==> src/rtl/pgwalk_pkg.sv <==
package pgwalk_pkg;
  // descriptor flag positions
  localparam int DESC_WP    = 2;
  localparam int DESC_USED  = 3;
  localparam int DESC_MOD   = 4;
  localparam int DESC_SUPER = 7;

  typedef enum logic [1:0] {
    LVL_ROOT = 2'd0,
    LVL_PTR  = 2'd1,
    LVL_PAGE = 2'd2,
    LVL_IND  = 2'd3
  } lvl_e;

  // control -> datapath strobes
  typedef struct packed {
    logic latchReq;
    logic latchDesc;
    logic accWp;
    logic finFault;
    logic finOk;
    logic useWbAddr;
    lvl_e lvl;
  } strb_t;

  // datapath -> control descriptor classification
  typedef struct packed {
    logic descValid;
    logic descIndirect;
    logic needWb;
    logic descWp;
    logic superOnly;
    logic isStore;
    logic isSuper;
  } flags_t;
endpackage

==> src/rtl/pgwalk_ctrl.sv <==
module pgwalk_ctrl
  import pgwalk_pkg::*;
(
  input  logic   clk,
  input  logic   rstN,
  input  logic   reqValid,
  input  logic   memAck,
  input  flags_t flags,
  output strb_t  strb,
  output logic   memReq,
  output logic   memWe,
  output logic   done
);
  typedef enum logic [2:0] {
    ST_IDLE, ST_READ, ST_EVAL, ST_WRITE, ST_POST, ST_DONE
  } st_e;

  st_e  state, nextState;
  lvl_e lvl, nextLvl;

  always_ff @(posedge clk) begin
    if (!rstN) begin
      state <= ST_IDLE;
      lvl   <= LVL_ROOT;
    end else begin
      state <= nextState;
      lvl   <= nextLvl;
    end
  end

  logic atPage;
  assign atPage = (lvl == LVL_PAGE) || (lvl == LVL_IND);

  always_comb begin
    strb      = '0;
    strb.lvl  = lvl;
    nextState = state;
    nextLvl   = lvl;
    unique case (state)
      ST_IDLE: if (reqValid) begin
        strb.latchReq = 1'b1;
        nextLvl       = LVL_ROOT;
        nextState     = ST_READ;
      end
      ST_READ: if (memAck) begin
        strb.latchDesc = 1'b1;
        nextState      = ST_EVAL;
      end
      ST_EVAL: begin
        if (!flags.descValid) begin
          strb.finFault = 1'b1;
          nextState     = ST_DONE;
        end else if (flags.descIndirect) begin
          nextLvl   = LVL_IND;
          nextState = ST_READ;
        end else if (flags.needWb) begin
          nextState = ST_WRITE;
        end else begin
          nextState = ST_POST;
        end
      end
      ST_WRITE: begin
        strb.useWbAddr = 1'b1;
        if (memAck) nextState = ST_POST;
      end
      ST_POST: begin
        strb.accWp = flags.descWp;
        if (flags.descWp && flags.isStore) begin
          strb.finFault = 1'b1;
          nextState     = ST_DONE;
        end else if (atPage) begin
          if (flags.superOnly && !flags.isSuper) strb.finFault = 1'b1;
          else                                   strb.finOk    = 1'b1;
          nextState = ST_DONE;
        end else begin
          nextLvl   = (lvl == LVL_ROOT) ? LVL_PTR : LVL_PAGE;
          nextState = ST_READ;
        end
      end
      ST_DONE: nextState = ST_IDLE;
      default: nextState = ST_IDLE;
    endcase
  end

  assign memReq = (state == ST_READ) || (state == ST_WRITE);
  assign memWe  = (state == ST_WRITE);
  assign done   = (state == ST_DONE);
endmodule

==> src/rtl/pgwalk_dpath.sv <==
module pgwalk_dpath
  import pgwalk_pkg::*;
#(
  parameter int ADDR_W        = 32,
  parameter int ROOT_IDX_W    = 7,
  parameter int PTR_IDX_W     = 7,
  parameter int SMALL_PG_BITS = 12,
  parameter int SIZE_W        = 2
) (
  input  logic              clk,
  input  logic              rstN,
  input  strb_t             strb,
  output flags_t            flags,
  input  logic [ADDR_W-1:0] reqAddr,
  input  logic              reqSuper,
  input  logic              reqStore,
  input  logic              reqCode,
  input  logic              reqDebug,
  input  logic              reqProbe,
  input  logic [SIZE_W-1:0] reqSize,
  input  logic              bigPage,
  input  logic [ADDR_W-1:0] supRoot,
  input  logic [ADDR_W-1:0] usrRoot,
  input  logic [ADDR_W-1:0] memRdata,
  output logic [ADDR_W-1:0] memAddr,
  output logic [ADDR_W-1:0] memWdata,
  output logic [ADDR_W-1:0] physPage,
  output logic [ADDR_W-1:0] faultAddr,
  output logic              fault,
  output logic              canWrite,
  output logic [SIZE_W+3:0] walkStatus
);
  localparam int ROOT_LO     = ADDR_W - ROOT_IDX_W;
  localparam int PTR_LO      = ROOT_LO - PTR_IDX_W;
  localparam int BIG_PG_BITS = SMALL_PG_BITS + 1;
  localparam int SMALL_IDX_W = PTR_LO - SMALL_PG_BITS;
  localparam int BIG_IDX_W   = PTR_LO - BIG_PG_BITS;

  function automatic logic [ADDR_W-1:0] alignDown(input logic [ADDR_W-1:0] v, input int lsb);
    logic [ADDR_W-1:0] m;
    m = '1;
    m = m << lsb;
    return v & m;
  endfunction

  logic [ADDR_W-1:0] vaReg, rootReg, descReg, descAddrReg, fetchAddr, pageIdxOff, pageBase;
  logic              superReg, storeReg, codeReg, debugReg, probeReg, bigReg, wpAcc;
  logic [SIZE_W-1:0] sizeReg;

  // page-size variant of the page-table slot and frame base
  generate
    if (BIG_IDX_W > 0) begin : g_pgsel
      assign pageIdxOff = bigReg
        ? (ADDR_W'(vaReg[PTR_LO-1:BIG_PG_BITS]) << 2)
        : (ADDR_W'(vaReg[PTR_LO-1:SMALL_PG_BITS]) << 2);
      assign pageBase = bigReg ? alignDown(descReg, BIG_IDX_W + 2)
                               : alignDown(descReg, SMALL_IDX_W + 2);
    end
  endgenerate

  always_comb begin
    unique case (strb.lvl)
      LVL_ROOT: fetchAddr = alignDown(rootReg, ROOT_IDX_W + 2)
                          | (ADDR_W'(vaReg[ADDR_W-1:ROOT_LO]) << 2);
      LVL_PTR:  fetchAddr = alignDown(descReg, PTR_IDX_W + 2)
                          | (ADDR_W'(vaReg[ROOT_LO-1:PTR_LO]) << 2);
      LVL_PAGE: fetchAddr = pageBase | pageIdxOff;
      default:  fetchAddr = alignDown(descReg, 2);
    endcase
  end

  logic isPageLvl, setMod;
  assign isPageLvl = (strb.lvl == LVL_PAGE) || (strb.lvl == LVL_IND);
  assign setMod    = isPageLvl && storeReg && !descReg[DESC_WP];

  always_comb begin
    unique case (strb.lvl)
      LVL_ROOT, LVL_PTR: flags.descValid = descReg[1];
      LVL_PAGE:          flags.descValid = (descReg[1:0] != 2'b00);
      default:           flags.descValid = descReg[0];
    endcase
    flags.descIndirect = (strb.lvl == LVL_PAGE) && (descReg[1:0] == 2'b10);
    flags.needWb       = !debugReg && (!descReg[DESC_USED] || (setMod && !descReg[DESC_MOD]));
    flags.descWp       = descReg[DESC_WP];
    flags.superOnly    = isPageLvl && descReg[DESC_SUPER];
    flags.isStore      = storeReg;
    flags.isSuper      = superReg;
  end

  always_comb begin
    memWdata = descReg;
    memWdata[DESC_USED] = 1'b1;
    if (setMod) memWdata[DESC_MOD] = 1'b1;
  end

  assign memAddr = strb.useWbAddr ? descAddrReg : fetchAddr;

  logic wpNow;
  assign wpNow = wpAcc | strb.accWp;

  always_ff @(posedge clk) begin
    if (!rstN) begin
      vaReg <= '0; rootReg <= '0; descReg <= '0; descAddrReg <= '0;
      superReg <= 1'b0; storeReg <= 1'b0; codeReg <= 1'b0; debugReg <= 1'b0;
      probeReg <= 1'b0; bigReg <= 1'b0; sizeReg <= '0; wpAcc <= 1'b0;
      physPage <= '0; faultAddr <= '0; fault <= 1'b0; canWrite <= 1'b0;
      walkStatus <= '0;
    end else begin
      if (strb.latchReq) begin
        vaReg    <= reqAddr;
        rootReg  <= reqSuper ? supRoot : usrRoot;
        superReg <= reqSuper;
        storeReg <= reqStore;
        codeReg  <= reqCode;
        debugReg <= reqDebug;
        probeReg <= reqProbe;
        sizeReg  <= reqSize;
        bigReg   <= bigPage;
        wpAcc    <= 1'b0;
      end
      if (strb.latchDesc) begin
        descReg     <= memRdata;
        descAddrReg <= fetchAddr;
      end
      if (strb.accWp) wpAcc <= 1'b1;
      if (strb.finOk || strb.finFault)
        walkStatus <= {probeReg & wpNow, !storeReg, codeReg, superReg, sizeReg};
      if (strb.finOk) begin
        physPage <= bigReg ? alignDown(descReg, BIG_PG_BITS) : alignDown(descReg, SMALL_PG_BITS);
        canWrite <= !wpNow;
        fault    <= 1'b0;
      end
      if (strb.finFault) begin
        physPage  <= '0;
        canWrite  <= 1'b0;
        fault     <= 1'b1;
        faultAddr <= vaReg;
      end
    end
  end
endmodule

==> src/rtl/pgwalk.sv <==
module pgwalk
  import pgwalk_pkg::*;
#(
  parameter int ADDR_W        = 32,
  parameter int ROOT_IDX_W    = 7,
  parameter int PTR_IDX_W     = 7,
  parameter int SMALL_PG_BITS = 12,
  parameter int SIZE_W        = 2
) (
  input  logic              clk,
  input  logic              rstN,
  input  logic              reqValid,
  input  logic [ADDR_W-1:0] reqAddr,
  input  logic              reqSuper,
  input  logic              reqStore,
  input  logic              reqCode,
  input  logic              reqDebug,
  input  logic              reqProbe,
  input  logic [SIZE_W-1:0] reqSize,
  input  logic              bigPage,
  input  logic [ADDR_W-1:0] supRoot,
  input  logic [ADDR_W-1:0] usrRoot,
  output logic              memReq,
  output logic              memWe,
  output logic [ADDR_W-1:0] memAddr,
  output logic [ADDR_W-1:0] memWdata,
  input  logic              memAck,
  input  logic [ADDR_W-1:0] memRdata,
  output logic              done,
  output logic              fault,
  output logic [ADDR_W-1:0] physPage,
  output logic              canWrite,
  output logic [SIZE_W+3:0] walkStatus,
  output logic [ADDR_W-1:0] faultAddr
);
  strb_t  strb;
  flags_t flags;

  pgwalk_ctrl u_ctrl (
    .clk(clk), .rstN(rstN), .reqValid(reqValid), .memAck(memAck),
    .flags(flags), .strb(strb), .memReq(memReq), .memWe(memWe), .done(done)
  );

  pgwalk_dpath #(
    .ADDR_W(ADDR_W), .ROOT_IDX_W(ROOT_IDX_W), .PTR_IDX_W(PTR_IDX_W),
    .SMALL_PG_BITS(SMALL_PG_BITS), .SIZE_W(SIZE_W)
  ) u_dpath (
    .clk(clk), .rstN(rstN), .strb(strb), .flags(flags),
    .reqAddr(reqAddr), .reqSuper(reqSuper), .reqStore(reqStore), .reqCode(reqCode),
    .reqDebug(reqDebug), .reqProbe(reqProbe), .reqSize(reqSize), .bigPage(bigPage),
    .supRoot(supRoot), .usrRoot(usrRoot), .memRdata(memRdata),
    .memAddr(memAddr), .memWdata(memWdata), .physPage(physPage), .faultAddr(faultAddr),
    .fault(fault), .canWrite(canWrite), .walkStatus(walkStatus)
  );
endmodule

==> config.mk <==
export PLATFORM = sky130hd
export DESIGN_NAME = pgwalk
export DESIGN_NICKNAME = d
export VERILOG_FILES = /design/src/rtl/pgwalk_pkg.sv /design/src/rtl/pgwalk_ctrl.sv /design/src/rtl/pgwalk_dpath.sv /design/src/rtl/pgwalk.sv
export SDC_FILE = /design/constraint.sdc
export NUM_CORES = 1
export LEC_CHECK = 0
export BUFFER_PORTS_ARGS = -buffer_cell sky130_fd_sc_hd__buf_2
export CORE_ASPECT_RATIO = 0.75
export CORE_MARGIN = 4
export CORE_UTILIZATION = 44
export DETAILED_ROUTE_END_ITERATION = 7
export GPL_TIMING_DRIVEN = 0
export PLACE_DENSITY = 0.83
export SLEW_MARGIN = 30
export SYNTH_ARGS = -nofsm -noshare
export SYNTH_HDL_FRONTEND = slang
export SYNTH_HIERARCHICAL = 1
export SYNTH_SLANG_ARGS = --single-unit
==> constraint.sdc <==
create_clock -name clk -period 2.4 [get_ports clk]
set_clock_uncertainty 0.05 [all_clocks]
set_input_delay 0.24 -clock clk [delete_from_list [all_inputs] [get_ports clk]]
set_output_delay 0.24 -clock clk [all_outputs]
set_load 0.01 [all_outputs]
==> impl_results.md <==
* Largest net degree at the start of global routing at 20
* Die height at 128.8 microns
* CP Max Fanout at 10
* Power density over cell area at 672.2 nW/um^2
* CP Cell Sequence: clkinvlp_4 > nor3_4 > buf_6 > buf_4 > buf_2 > nand2_1 > o31ai_1 > buf_2
* Post-DP HPWL at 19090 microns
* Sequential fraction of the synthesis area at 44.69%
* Leakage Power at 5.569 nW
* Switching share of total power at 28.40%
* Fin. Hold Viols at 0
* Post-synth top area share at 44.69%
* Crit path largest cell delay at 370 ps
* Avg WL per Cell at 18.60 microns
* Design area at 11680 sq um
* Placed Area at 10130 sq um
* Met3 WL at 2325 microns
* Critical path arrival at 2070 ps
* IO Port Bufs at 244
* Crit path time final at 2364 ps
* H-tree level count at 4
* Clk sinks at 191
* Seq pwr share at 44.5%
* DR pass1 iterations at 6
* Post-DR vias/cell at 5.159
* Core Area at 18780 sq um
* Cell Int Power at 5.621 mW
* Tcrit/Tclk final at 98.49%
* Share of layout cells above drive strength 1 at 38.27%
* Netlist cell types at 52
* Finish-stage setup viols at 0
* Post-synth ARST share at 0%
* Seq cells post-synth at 191
* First-pass GRT wire length at 41410 microns
* Overall Power at 7.852 mW
* Grt ovf at 0
* VDD IR max at 0.3611 mV
* TNS Setup at 0 ps
* Non-filler cells in the finished layout at 1475
* Initial DRC Count at 507
* Power share of the clock group at 37.4%
* Worst EP required at 2110 ps
* Slew HR at 58.42%
* Main synth FF type: dfxtp_1
* Psw at 2.230 mW
* RD Place Congestion at 0.8929
* Starting density of the core at 45.57%
* Initial antenna violation count at 0
* Metal-1 WL at 12030 microns
* Avg Inst Size Synth at 9.891 sq um
* Crit-path most repeated cell: buf_2
* Top layer in use: met4
* Number of top-level pins at 279
* Via count at 7609
* Endpoint class of the critical path: output pin
* Final #Nets at 1355
* Peak Freq at 423.1 MHz
* CP startpoint kind: flop
* Rows at 43
* Post-synth top area cell: dfxtp_1
* Die area at 21760 sq um
* Slew @ Worst Pin at 623.6 ps
* Status: finished, final reports clean
* ANT nets after route at 0
* Yosys warnings at 6
* Top area cells in the synthesized netlist: dfxtp_1 45%, mux2i_1 17%, nor2_1 7.1%
* Combinational power share at 18.1%
* Num CTS Buffers at 17
* DIE WIDTH at 169.0 microns
* CTS Buffer Depth at 2
* Met2 WL post-DR at 12640 microns
* Post-synth EDFFs at 0
* Placed Cells at 1369
* Number of global-route vias before repair at 7440
* Antenna diodes at 0
* Skew-Pair Late Insertion Delay at 440 ps
* Routed WL at 27430 microns
* Clock slew at reported path FFs at 80 ps
* Total GRT Usage at 24.35%
* DR DRC count at 0
* TritonCTS clock tree: built
* Clock Tree Root: clkbuf_16
* Mapped Cells at 865
* Worst Hold Class: in -> reg
* Worst hold slack at 12.20 ps
* Setup CP Type: reg -> out
* Slowest CP cell: dfxtp_4
* Syn Std Cell Area at 8556 sq um
* Layout overhead on the synthesized area at 36.53%
* Final Slew Violations at 0
* Max-Cap Viols at 0
layout by cell type (no fill, tap or decap), drive strengths merged, types with 2 or more instances in the layout:
cell	instances
dfxtp	191
nand3b	3
mux2	52
o21a	6
a221oi	5
nor3	3
conb	15
nand2b	3
nor3b	2
o31ai	13
and3	2
nand3	9
nor2	163
a21oi	16
nor2b	2
nor4b	3
or2	23
o211a	23
nand2	20
o311a	2
a211oi	24
dlygate4sd3	63
buf	343
o21ai	15
mux2i	147
clkinv	6
inv	13
clkbuf	42
final timing paths:
path	startpoint	end	slack, ps	cells after the start
worst max-delay path	u_ctrl/state[0]	memAddr[2]	40	8
worst min-delay path	memRdata[3]	u_dpath/descReg[3]	10	3
worst max register to register	u_ctrl/state[0]	u_dpath/vaReg[20]	150	7
worst min register to register	u_dpath/walkStatus[0]	u_dpath/walkStatus[0]	410	2
cells in the mapped netlist, types with 5 or more instances:
cell type / count
dfxtp_1: 191
nor2_1: 161
mux2i_1: 147
buf_4: 49
mux2_2: 37
buf_2: 25
clkbuf_1: 25
a211oi_1: 24
o211a_1: 23
or2_2: 23
nand2_1: 20
a21oi_1: 15
mux2_4: 15
o21ai_0: 14
o31ai_1: 13
buf_1: 9
nand3_1: 9
inv_1: 6
o21a_1: 6
a221oi_1: 5
layout make-up:
cell class | count | area, sq um
inverters | 8 | 33.78
fillers | 1504 | 7096
clock inverters | 13 | 168.9
flip-flops and latches | 191 | 3840
multi-input cells | 567 | 4136
repair buffers | 320 | 1991
plain buffers | 110 | 749.5
clock buffers | 19 | 452.9
well taps | 247 | 309.0
metrics by stage:
step / util (%) / setup WS, ps
after floorplan: - / 55.66
after global placement: 53.97 / -571.1
after detailed placement: 53.97 / -619.0
after CTS: 61.58 / 1.706
after global routing: 62.21 / -21.24
final: 62.21 / 36.22
kinds of logic (layout without fill, tap and decap cells):
logic type	Yosys count	count (layout)	synth area share (%)
and+or+nand+nor	238	238	12.26
muxes	199	199	24.70
DFF	191	191	44.69
buffers and inverters	120	470	8.058
AOI/OAI and AO/OA	115	115	10.21
other	2	15	0.08778
registers in the layout (all words and copies together), names as in the netlist, 2 cells and up:
name,flops
u_dpath/descReg,32
u_ctrl/lvl,2
u_dpath/rootReg,23
u_dpath/walkStatus,6
u_dpath/descAddrReg,30
u_dpath/physPage,20
u_dpath/sizeReg,2
u_dpath/faultAddr,32
u_ctrl/state,3
u_dpath/vaReg,32
critical path: cells and delay by family, from the launching register on:
family                 cells  cell delay, ps
buffers and inverters      5             820
and+or+nand+nor            2             310
AOI/OAI and AO/OA          1             120
DFF                        1             370
layer usage:
layer / track usage, % / up-vias
li1: - / 3639
met1: 33.09 / 3590
met2: 39.24 / 347
met3: 5.375 / 33
met4: 7.194 / 0
met5: 0 / -
what timing repair did:
| item | CTS | global route |
|---|---|---|
| gates cloned | 1 | 0 |
| buffers inserted | 6 | 6 |
| gates resized for setup | 37 | 27 |
| hold buffers | 63 | 0 |
| setup endpoints to repair | 120 | 145 |
| pin swaps | 1 | 1 |
| endpoints found under the hold margin | 63 | 0 |
power by group through the flow:
stage	combinational, mW	sequential [mW]	clock [mW]
2_1_floorplan	0.859	3.51	0
3_3_place_gp	1.24	3.55	0
3_5_place_dp	1.27	3.56	0
4_1_cts	1.38	3.48	2.99
5_1_grt	1.54	3.51	3.11
6_report	1.42	3.49	2.94
Note: power is estimated with default switching activity, not from simulation.
